## src/rtl/rxr_pkg.sv

```systemverilog
package rxr_pkg;
  typedef enum logic [1:0] {
    S_IDLE = 2'd0,
    S_DATA = 2'd1,
    S_DISC = 2'd2,
    S_HDR  = 2'd3
  } rxr_state_e;

  localparam int unsigned HDR_BYTES = 8;
endpackage

```

## src/rtl/rxr_wrap_add.sv

```systemverilog
module rxr_wrap_add #(
  parameter int unsigned AW = 15
) (
  input  logic [AW-1:0] base,
  input  logic [AW:0]   step,
  input  logic [AW-1:0] lo,
  input  logic [AW-1:0] hi,
  output logic [AW-1:0] sum
);
  logic [AW+1:0] raw;
  logic [AW+1:0] folded;

  always_comb begin
    raw    = {2'b00, base} + {1'b0, step};
    folded = raw - {2'b00, hi} - (AW+2)'(1) + {2'b00, lo};
    sum    = (raw > {2'b00, hi}) ? folded[AW-1:0] : raw[AW-1:0];
  end
endmodule

```

## src/rtl/rxr_free_space.sv

```systemverilog
module rxr_free_space #(
  parameter int unsigned AW = 15
) (
  input  logic [AW-1:0] head,
  input  logic [AW-1:0] tail,
  input  logic [AW-1:0] lo,
  input  logic [AW-1:0] hi,
  output logic [AW:0]   room
);
  logic [AW:0] ring;

  always_comb begin
    ring = {1'b0, hi} - {1'b0, lo} + (AW+1)'(1);
    if (tail >= head) room = {1'b0, tail} - {1'b0, head};
    else              room = ring - ({1'b0, head} - {1'b0, tail});
  end
endmodule

```

## src/rtl/rxr_hdr_byte.sv

```systemverilog
module rxr_hdr_byte #(
  parameter int unsigned AW = 15
) (
  input  logic [2:0]    idx,
  input  logic [AW-1:0] nxt,
  input  logic [15:0]   len,
  input  logic [15:0]   stat,
  input  logic          err,
  output logic [7:0]    byte_o
);
  logic [15:0] nxt16;

  always_comb begin
    nxt16 = 16'(nxt);
    unique case (idx)
      3'd0:    byte_o = nxt16[7:0];
      3'd1:    byte_o = nxt16[15:8];
      3'd2:    byte_o = len[7:0];
      3'd3:    byte_o = len[15:8];
      3'd4:    byte_o = stat[7:0];
      3'd5:    byte_o = stat[15:8];
      3'd6:    byte_o = {7'd0, err};
      default: byte_o = 8'd0;
    endcase
  end
endmodule

```

## src/rtl/rxr_writer.sv

```systemverilog
module rxr_writer
  import rxr_pkg::*;
#(
  parameter int unsigned     AW       = 15,
  parameter logic [AW-1:0]   END_ADDR = AW'(24575),
  parameter int unsigned     CW       = 8
) (
  input  logic          clk,
  input  logic          rst_n,
  input  logic          rx_enable,
  input  logic          cfg_start_we,
  input  logic [AW-1:0] cfg_start,
  input  logic [AW-1:0] tail,
  input  logic          pkt_dec,
  input  logic          in_valid,
  input  logic          in_sof,
  input  logic          in_eof,
  input  logic          in_err,
  input  logic [7:0]    in_data,
  input  logic [15:0]   in_status,
  output logic          mem_we,
  output logic [AW-1:0] mem_addr,
  output logic [7:0]    mem_wdata,
  output logic [AW-1:0] head,
  output logic [CW-1:0] pkt_count,
  output logic          frame_drop
);
  localparam logic [AW:0] FIRST_OFF = (AW+1)'(HDR_BYTES);

  rxr_state_e    state_q, state_d;
  logic [AW-1:0] start_q, start_d, head_q, head_d;
  logic [AW:0]   off_q, off_d, dist_q, dist_d;
  logic [2:0]    hcnt_q, hcnt_d;
  logic [15:0]   stat_q, stat_d;
  logic          err_q, err_d;
  logic [CW-1:0] cnt_q, cnt_d;

  logic          in_idle, in_hdr, cfg_take, take_sof, take_dat, take;
  logic [AW:0]   room_now, off_cur, room_cur, step, pad_off;
  logic          fits, cnt_full, tail_drop, full_drop, commit, dec_ok;
  logic [AW-1:0] next_ptr;
  logic [15:0]   len16;
  logic [7:0]    hdr_byte;

  rxr_free_space #(.AW(AW)) u_room (
    .head(head_q), .tail(tail), .lo(start_q), .hi(END_ADDR), .room(room_now)
  );

  rxr_wrap_add #(.AW(AW)) u_addr (
    .base(head_q), .step(step), .lo(start_q), .hi(END_ADDR), .sum(mem_addr)
  );

  rxr_wrap_add #(.AW(AW)) u_next (
    .base(head_q), .step(pad_off), .lo(start_q), .hi(END_ADDR), .sum(next_ptr)
  );

  rxr_hdr_byte #(.AW(AW)) u_hdr (
    .idx(hcnt_q), .nxt(next_ptr), .len(len16), .stat(stat_q), .err(err_q),
    .byte_o(hdr_byte)
  );

  // stream acceptance, room and overflow decisions
  always_comb begin
    in_idle   = (state_q == S_IDLE);
    in_hdr    = (state_q == S_HDR);
    cfg_take  = cfg_start_we && in_idle;
    take_sof  = in_idle && in_valid && in_sof && rx_enable && !cfg_start_we;
    take_dat  = (state_q == S_DATA) && in_valid;
    take      = take_sof || take_dat;
    off_cur   = in_idle ? FIRST_OFF : off_q;
    room_cur  = in_idle ? room_now : dist_q;
    fits      = off_cur < room_cur;
    cnt_full  = (cnt_q == {CW{1'b1}});
    tail_drop = take && !fits;
    full_drop = take && fits && in_eof && cnt_full;
    commit    = in_hdr && (hcnt_q == 3'd7);
    dec_ok    = pkt_dec && (cnt_q != '0);
    step      = in_hdr ? (AW+1)'(hcnt_q) : off_cur;
    pad_off   = off_q + (AW+1)'(off_q[0]);
    len16     = 16'(off_q - FIRST_OFF);
  end

  // next-state process
  always_comb begin
    state_d = state_q;
    start_d = start_q;
    head_d  = head_q;
    off_d   = off_q;
    dist_d  = dist_q;
    hcnt_d  = in_hdr ? hcnt_q + 3'd1 : 3'd0;
    stat_d  = stat_q;
    err_d   = err_q;
    cnt_d   = cnt_q + CW'(commit) - CW'(dec_ok);
    if (cfg_take) begin
      start_d = {cfg_start[AW-1:1], 1'b0};
      head_d  = {cfg_start[AW-1:1], 1'b0};
    end
    if (take_sof) dist_d = room_now;
    if (take && fits) off_d = off_cur + (AW+1)'(1);
    if (take && in_eof) begin
      stat_d = in_status;
      err_d  = in_err;
    end
    unique case (state_q)
      S_IDLE, S_DATA: begin
        if (take) begin
          if (!fits)       state_d = in_eof ? S_IDLE : S_DISC;
          else if (in_eof) state_d = cnt_full ? S_IDLE : S_HDR;
          else             state_d = S_DATA;
        end
      end
      S_DISC: if (in_valid && in_eof) state_d = S_IDLE;
      S_HDR: begin
        if (commit) begin
          state_d = S_IDLE;
          head_d  = next_ptr;
        end
      end
      default: state_d = S_IDLE;
    endcase
  end

  // register process
  always_ff @(posedge clk or negedge rst_n) begin
    if (!rst_n) begin
      state_q <= S_IDLE;
      start_q <= '0;
      head_q  <= '0;
      off_q   <= '0;
      dist_q  <= '0;
      hcnt_q  <= '0;
      stat_q  <= '0;
      err_q   <= 1'b0;
      cnt_q   <= '0;
    end else begin
      state_q <= state_d;
      hcnt_q  <= hcnt_d;
      cnt_q   <= cnt_d;
      if (cfg_take || commit) head_q <= head_d;
      if (cfg_take) start_q <= start_d;
      if (take) off_q <= off_d;
      if (take_sof) dist_q <= dist_d;
      if (take && in_eof) begin
        stat_q <= stat_d;
        err_q  <= err_d;
      end
    end
  end

  assign mem_we     = in_hdr || (take && fits);
  assign mem_wdata  = in_hdr ? hdr_byte : in_data;
  assign head       = head_q;
  assign pkt_count  = cnt_q;
  assign frame_drop = tail_drop || full_drop;

  p_head_even_r4: assert property (@(posedge clk) disable iff (!rst_n)
    head_q[0] == 1'b0);
  p_addr_in_ring_r5: assert property (@(posedge clk) disable iff (!rst_n)
    mem_we |-> (mem_addr >= start_q && mem_addr <= END_ADDR));
  p_head_hold_r6: assert property (@(posedge clk) disable iff (!rst_n)
    (state_q == S_DATA || state_q == S_DISC) |=> $stable(head_q));
  p_no_overflow_r7: assert property (@(posedge clk) disable iff (!rst_n)
    (cnt_q == {CW{1'b1}}) |=> (cnt_q != '0));
  p_drop_no_hdr_r7: assert property (@(posedge clk) disable iff (!rst_n)
    frame_drop |=> (state_q != S_HDR));
  p_quiet_when_off_r9: assert property (@(posedge clk) disable iff (!rst_n)
    (in_idle && !rx_enable) |-> !mem_we);
endmodule

```

## config.mk

```make
export PLATFORM = sky130hd
export DESIGN_NAME = rxr_writer
export DESIGN_NICKNAME = d
export VERILOG_FILES = /design/src/rtl/rxr_pkg.sv /design/src/rtl/rxr_wrap_add.sv /design/src/rtl/rxr_free_space.sv /design/src/rtl/rxr_hdr_byte.sv /design/src/rtl/rxr_writer.sv
export SDC_FILE = /design/constraint.sdc
export NUM_CORES = 1
export LEC_CHECK = 0
export BUFFER_PORTS_ARGS = -buffer_cell sky130_fd_sc_hd__buf_4
export CELL_PAD_IN_SITES_DETAIL_PLACEMENT = 1
export CELL_PAD_IN_SITES_GLOBAL_PLACEMENT = 1
export CORE_ASPECT_RATIO = 1.75
export CORE_MARGIN = 2
export CORE_UTILIZATION = 42
export CTS_CLUSTER_DIAMETER = 80
export DETAILED_ROUTE_END_ITERATION = 6
export HOLD_SLACK_MARGIN = 0.12
export PLACE_DENSITY = 0.81
export REMOVE_ABC_BUFFERS = 1
export SLEW_MARGIN = 10
export SYNTH_ARGS = -nofsm -noshare
export SYNTH_HDL_FRONTEND = slang
export SYNTH_SLANG_ARGS = --single-unit
```

## constraint.sdc

```tcl
create_clock -name clk -period 7.6 [get_ports clk]
set_input_delay 1.52 -clock clk [delete_from_list [all_inputs] [get_ports clk]]
set_output_delay 1.52 -clock clk [all_outputs]
set_load 0.01 [all_outputs]
```

# Yosys cells after proc, flatten, opt, wreduce, memory -nomap -nowiden
# Index checks and enable logic that the tools add are counted.
[op_classes]
n_addsub = 19
n_eq_ne = 14
n_reduce_logical = 26
muxes = 20
order_cmp = 4
[ops]
columns = ["cell", "n"]
rows = [
  ["$mux W15", 5],
  ["$mux W16", 4],
  ["$pmux W8 S7", 1],
  ["$add A15 B16 Y17", 2],
  ["$gt A17 B15 Y1 const B", 2],
  ["$add A16 B1 Y16 const B", 2],
  ["$sub A15 B15 Y16", 2],
  ["$add A15 B15 Y15", 2],
  ["$sub A15 B1 Y15 const B", 2],
  ["$sub A15 B15 Y15 const B", 2],
  ["$add A16 B1 Y16", 1],
  ["$lt A16 B16 Y1", 1],
  ["$sub A15 B15 Y16 const A", 1],
  ["$sub A16 B16 Y16", 1],
  ["$sub A16 B4 Y16 const B", 1],
  ["$ge A15 B15 Y1", 1],
  ["$logic_and A1 B1 Y1", 14],
  ["$mux W2", 7],
  ["$eq A3 B3 Y1 const B", 4],
  ["$add A8 B1 Y8", 1],
  ["$eq A8 B8 Y1 const B", 1],
  ["$mux W8", 1],
  ["$reduce_bool A8 Y1", 1],
  ["$sub A8 B1 Y8", 1],
  ["other kinds (16)", 23],
]
[totals]
reg_bits = 91

# Logic depth before layout (Yosys ltp)
[depth]
word_depth = 10
ltp_mapped = 25

# Modules after synthesis
# Synthesis repeated with hierarchy kept, for this count alone.
[unflattened]
hier_cells = 1534
hier_area_um2 = 13210.2
[by_module_without_submodules]
columns = ["module", "cells_per_inst", "seq_area_each_um2", "n_inst", "area_each_um2"]
rows = [
  ["rxr_writer", 556, 2277.2, 1, 5445.2],
  ["rxr_wrap_add", 294, 0.0, 2, 2309.7],
  ["rxr_free_space", 337, 0.0, 1, 2683.8],
  ["rxr_hdr_byte", 53, 0.0, 1, 461.7],
]

# Worst setup path before layout
# No wires, ideal clock.
[synth_path]
path_type = "input-to-output"
from = "input tail[2]"
to = "output mem_we"
n_path_buf = 2
slack_ns = -0.224
path_stages = 24
t_arrival_ns = 6.304
path_cell_list = "inv_1 > fa_1 > inv_1 > ha_1 > ha_1 > fa_1 > a21o_1 > a21oi_1 > o21ai_0 > a41oi_1 > o21bai_1 > a21oi_1 > xnor2_1 > o21ai_0 > o21a_1 > ha_1 > nand4_1 > nor3_1 > a2111oi_1 > nand2_1 > or2_1 > buf_6 > buf_6 > nand2_1"
[synth_between]
elab_chain_len = 7
word_cells_on_any_way = 9
[synth_rtl]
columns = ["element", "line", "text"]
rows = [
  ["start: declaration", "rxr_writer.sv:13", "input logic [AW-1:0] tail,"],
  ["$sub A15 B15 Y16", "rxr_free_space.sv:15", "else room = ring - ({1'b0, head} - {1'b0, tail});"],
  ["$sub A16 B16 Y16", "rxr_free_space.sv:15", ""],
  ["$mux W16 (*)", "rxr_free_space.sv:14", "if (tail >= head) room = {1'b0, tail} - {1'b0, head};"],
  ["$mux W16 (*)", "rxr_writer.sv:71", "room_cur = in_idle ? room_now : dist_q;"],
  ["$lt A16 B16 Y1 (*)", "rxr_writer.sv:72", "fits = off_cur < room_cur;"],
  ["$logic_and A1 B1 Y1 (*)", "rxr_writer.sv:150", "assign mem_we = in_hdr || (take && fits);"],
  ["$logic_or A1 B1 Y1 (*)", "rxr_writer.sv:150", ""],
  ["end: declaration", "rxr_writer.sv:21", "output logic mem_we,"],
]
# Mark *: on every way between the ends. The rest lies on a longest branch, timed or not.

# Final worst setup path
# Ends and elaborated chain as after synthesis.

==> flow_summary.yaml <==
status:
  status: "finished, violations left"
  violations: "setup timing"
die:
  row_count: 77
  num_io_pins: 111
  die_area_sq_um: 27000
  start_util_pct: 42.69
  die_width_um: 125.1
  coreArea_sq_um: 25240
  die_y_um: 215.9
worst_setup_path:
  r2r_end: "off_q[14]"
  crit_path_start_kind: "primary input"
  critPathArrivalTime_ns: 6.15
  crit_type: "in2out"
  crit_path_end_kind: "output pin"
  regToRegSetupSlack_ns: 2.00
  worstPathMaxFanout: 3
  timing.rr.start: "head[1]"
  reg2reg_depth: 20
  critPathSlowestCell: "fa_1"
  slowest_delay_ns: 0.54
  crit_required_ns: 6.08
route:
  drt-total-wl_um: 39680
  wl_per_cell_um: 23.07
  drt-pass1-iter-count: 5
  ant_nets: 0
  via_count: 10290
  route.detailed.drc: 0
  viasPerCell: 5.984
  drt_iter0_drc: 497
timing:
  fin_ws_ns: -0.06627
  final.period_utilization_pct: 100.9
  drv_slew: 0
  max_freq_mhz: 130.4
  rsz0062_at_grt: "true"
  fin_skew_ns: 0.009903
  slew_headroom_pct: 36.84
  worst_pin_slew_ns: 0.9474
  final_hold_viol_count: 0
  holdWs_ns: 0.4870
  setup_tns_ns: -0.1171
  fin_crit_ns: 7.666
  setup_viol: 2
placement:
  io_buffers: 109
  postPlaceCellArea_sq_um: 12170
  place_congestion: 0.9350
  post-place-ws_ns: -0.6249
  hpwl_um: 31440
yosys:
  synthCells: 1261
  synthArstFlopShare_pct: 100.0
  synth_xor_area_share_pct: 8.697
  avgSynthCellArea_sq_um: 8.545
  synth-compound-area-share_pct: 20.33
  yosysTopAreaCell: "dfrtp_1"
  synthTopCellsByArea: "dfrtp_1 (21%), ha_1 (19%), xnor2_1 (5.5%), nand2_1 (4.3%), mux2_2 (4.0%)"
  syn_area_sq_um: 10780
  synthMuxAreaShare_pct: 6.804
  synth-seq-cells: 91
  ys.flop_type: "dfrtp_1"
  yosysSeqAreaShare_pct: 21.13
  synth-warning-count: 0
  ys_types: 77
  synth.top_cell.area_share_pct: 21.13
  synth_fa_ha_area_share_pct: 22.60
  synthSimpleGateAreaFrac_pct: 14.91
  synth_top_family_by_area: "adder cells"
  synth_edf_count: 0
grt:
  grt_usage_pct: 28.92
  grt_start_max_net_pins: 69
  grt.overflow.total: 0
  antenna_found_initial: 0
  grt_pass1_wl_um: 60700
  grt_pass1_vias: 11170
clocking:
  path_clk_slew_ns: 0.07
  clkLatencyLatePin_ns: 0.37
  cts_buffers: 9
  tritoncts: "yes"
  cts-htree-levels: 3
  clock_sink_count: 91
  cts-root-buf: "clkbuf_16"
  cts_max_path_buffers: 2
finish:
  multi_input_area_sq_um: 8149
  drive_gt1_share_pct: 20.66
  regArea_sq_um: 2277
  diodes: 0
  final_cell_area_sq_um: 12830
  area_growth_pct: 19.11
  nNetsFinal: 1644
  fill_cells: 2978
min_path:
  worstHoldStart: "dist_q[7]"
  hold_class: "reg2reg"
  holdPathEnd: "dist_q[7]"
  min_delay_path_depth: 2
job:
  maxCapViolations: 0
worst max-delay path: cells and delay by family:
kind / cells / cell delay, ns
fa+ha+maj: 5 / 1.45
xor+xnor: 1 / 0.17
compound gates: 9 / 1.50
mux: 1 / 0.17
buf+inv: 7 / 0.69
simple gates: 5 / 0.66
kinds of logic (layout without fill, tap and decap cells):
kind of cell               after synthesis  count (layout)
AOI/OAI and AO/OA                      328             328
xor gates and xnor gates               107             107
adders and majority gates              182             182
buffers and inverters                  148             291
DFF                                     91              91
muxes                                   68              68
and+or+nand+nor                        337             337
metrics by stage:
stage | utilization [%] | instances
after floorplan | - | 1211
after global placement | 48.20 | 1690
after detailed placement | 48.20 | 1690
after CTS | 50.10 | 1710
after global routing | 50.85 | 1720
final | 50.85 | 1720
Yosys cell counts, drive strengths merged, types with 14 or more instances:
cell    number
ha         161
nand2      123
inv         97
dfrtp       91
o21ai       87
a21oi       75
nor2        69
xnor2       68
mux2        42
xor2        39
clkbuf      33
nand3       28
a21o        26
mux2i       26
and2        25
fa          21
nor3        21
o21a        18
buf         17
o21bai      14
sequential cells by signal, indices dropped and copies added, names as in the netlist:
| register | flops |
|---|---|
| start_q | 14 |
| off_q | 16 |
| stat_q | 16 |
| pkt_count | 8 |
| err_q | 1 |
| state_q | 2 |
| hcnt_q | 3 |
| dist_q | 16 |
| head | 15 |
cells in the final DEF (no fill, tap or decap), types with 8 or more instances in the layout:
master,instances
a21o_1,26
a21oi_1,66
a21oi_2,8
a22o_1,10
a22oi_1,10
a31oi_1,10
and2_1,25
and3_1,13
buf_4,174
clkbuf_16,9
dfrtp_1,91
fa_1,20
ha_1,152
inv_1,94
mux2_2,38
mux2i_1,25
nand2_1,120
nand2b_1,8
nand3_1,27
nand4_1,11
nor2_1,67
nor2b_1,9
nor3_1,20
o21a_1,18
o21ai_0,74
o21bai_1,13
o31ai_1,12
xnor2_1,68
xor2_1,39
layer usage:
| layer | vias up | wire, um | global-route usage [%] |
|---|---|---|---|
| met2 | 301 | 20090 | 51.70 |
| met5 | - | 0 | 0 |
| met3 | 171 | 1314 | 2.975 |
| li1 | 4774 | - | - |
| met4 | 0 | 4178 | 25.44 |
| met1 | 5046 | 14090 | 29.56 |
repair_timing:
item	CTS	global route
buffers inserted	4	10
endpoints found under the setup margin	2	2
pin swaps	25	33
gates resized for setup	34	26
hold buffers	0	0
how the worst max path moves through the flow:
stage / from / endpoint / slack (ns) / depth (start not counted)
floorplan: tail[2] / mem_we / -0.40 / 22
global placement: tail[3] / mem_we / -0.44 / 24
detailed placement: tail[3] / mem_we / -0.62 / 24
CTS: tail[3] / mem_we / 0.002 / 24
global route: tail[2] / mem_we / -0.26 / 28
finish: tail[2] / mem_we / -0.07 / 28
area by class of cell:
class,count,area share (%)
Clock buffer,10,1.784
Sequential cell,91,17.74
Timing Repair Buffer,177,10.47
Inverter,98,2.886
Multi-Input combinational cell,1022,63.49
Tap cell,316,3.081
Clock inverter,6,0.5459
Power is not shown: default switching activity piles up to over one toggle a cycle in this logic, so the estimate is an artifact.
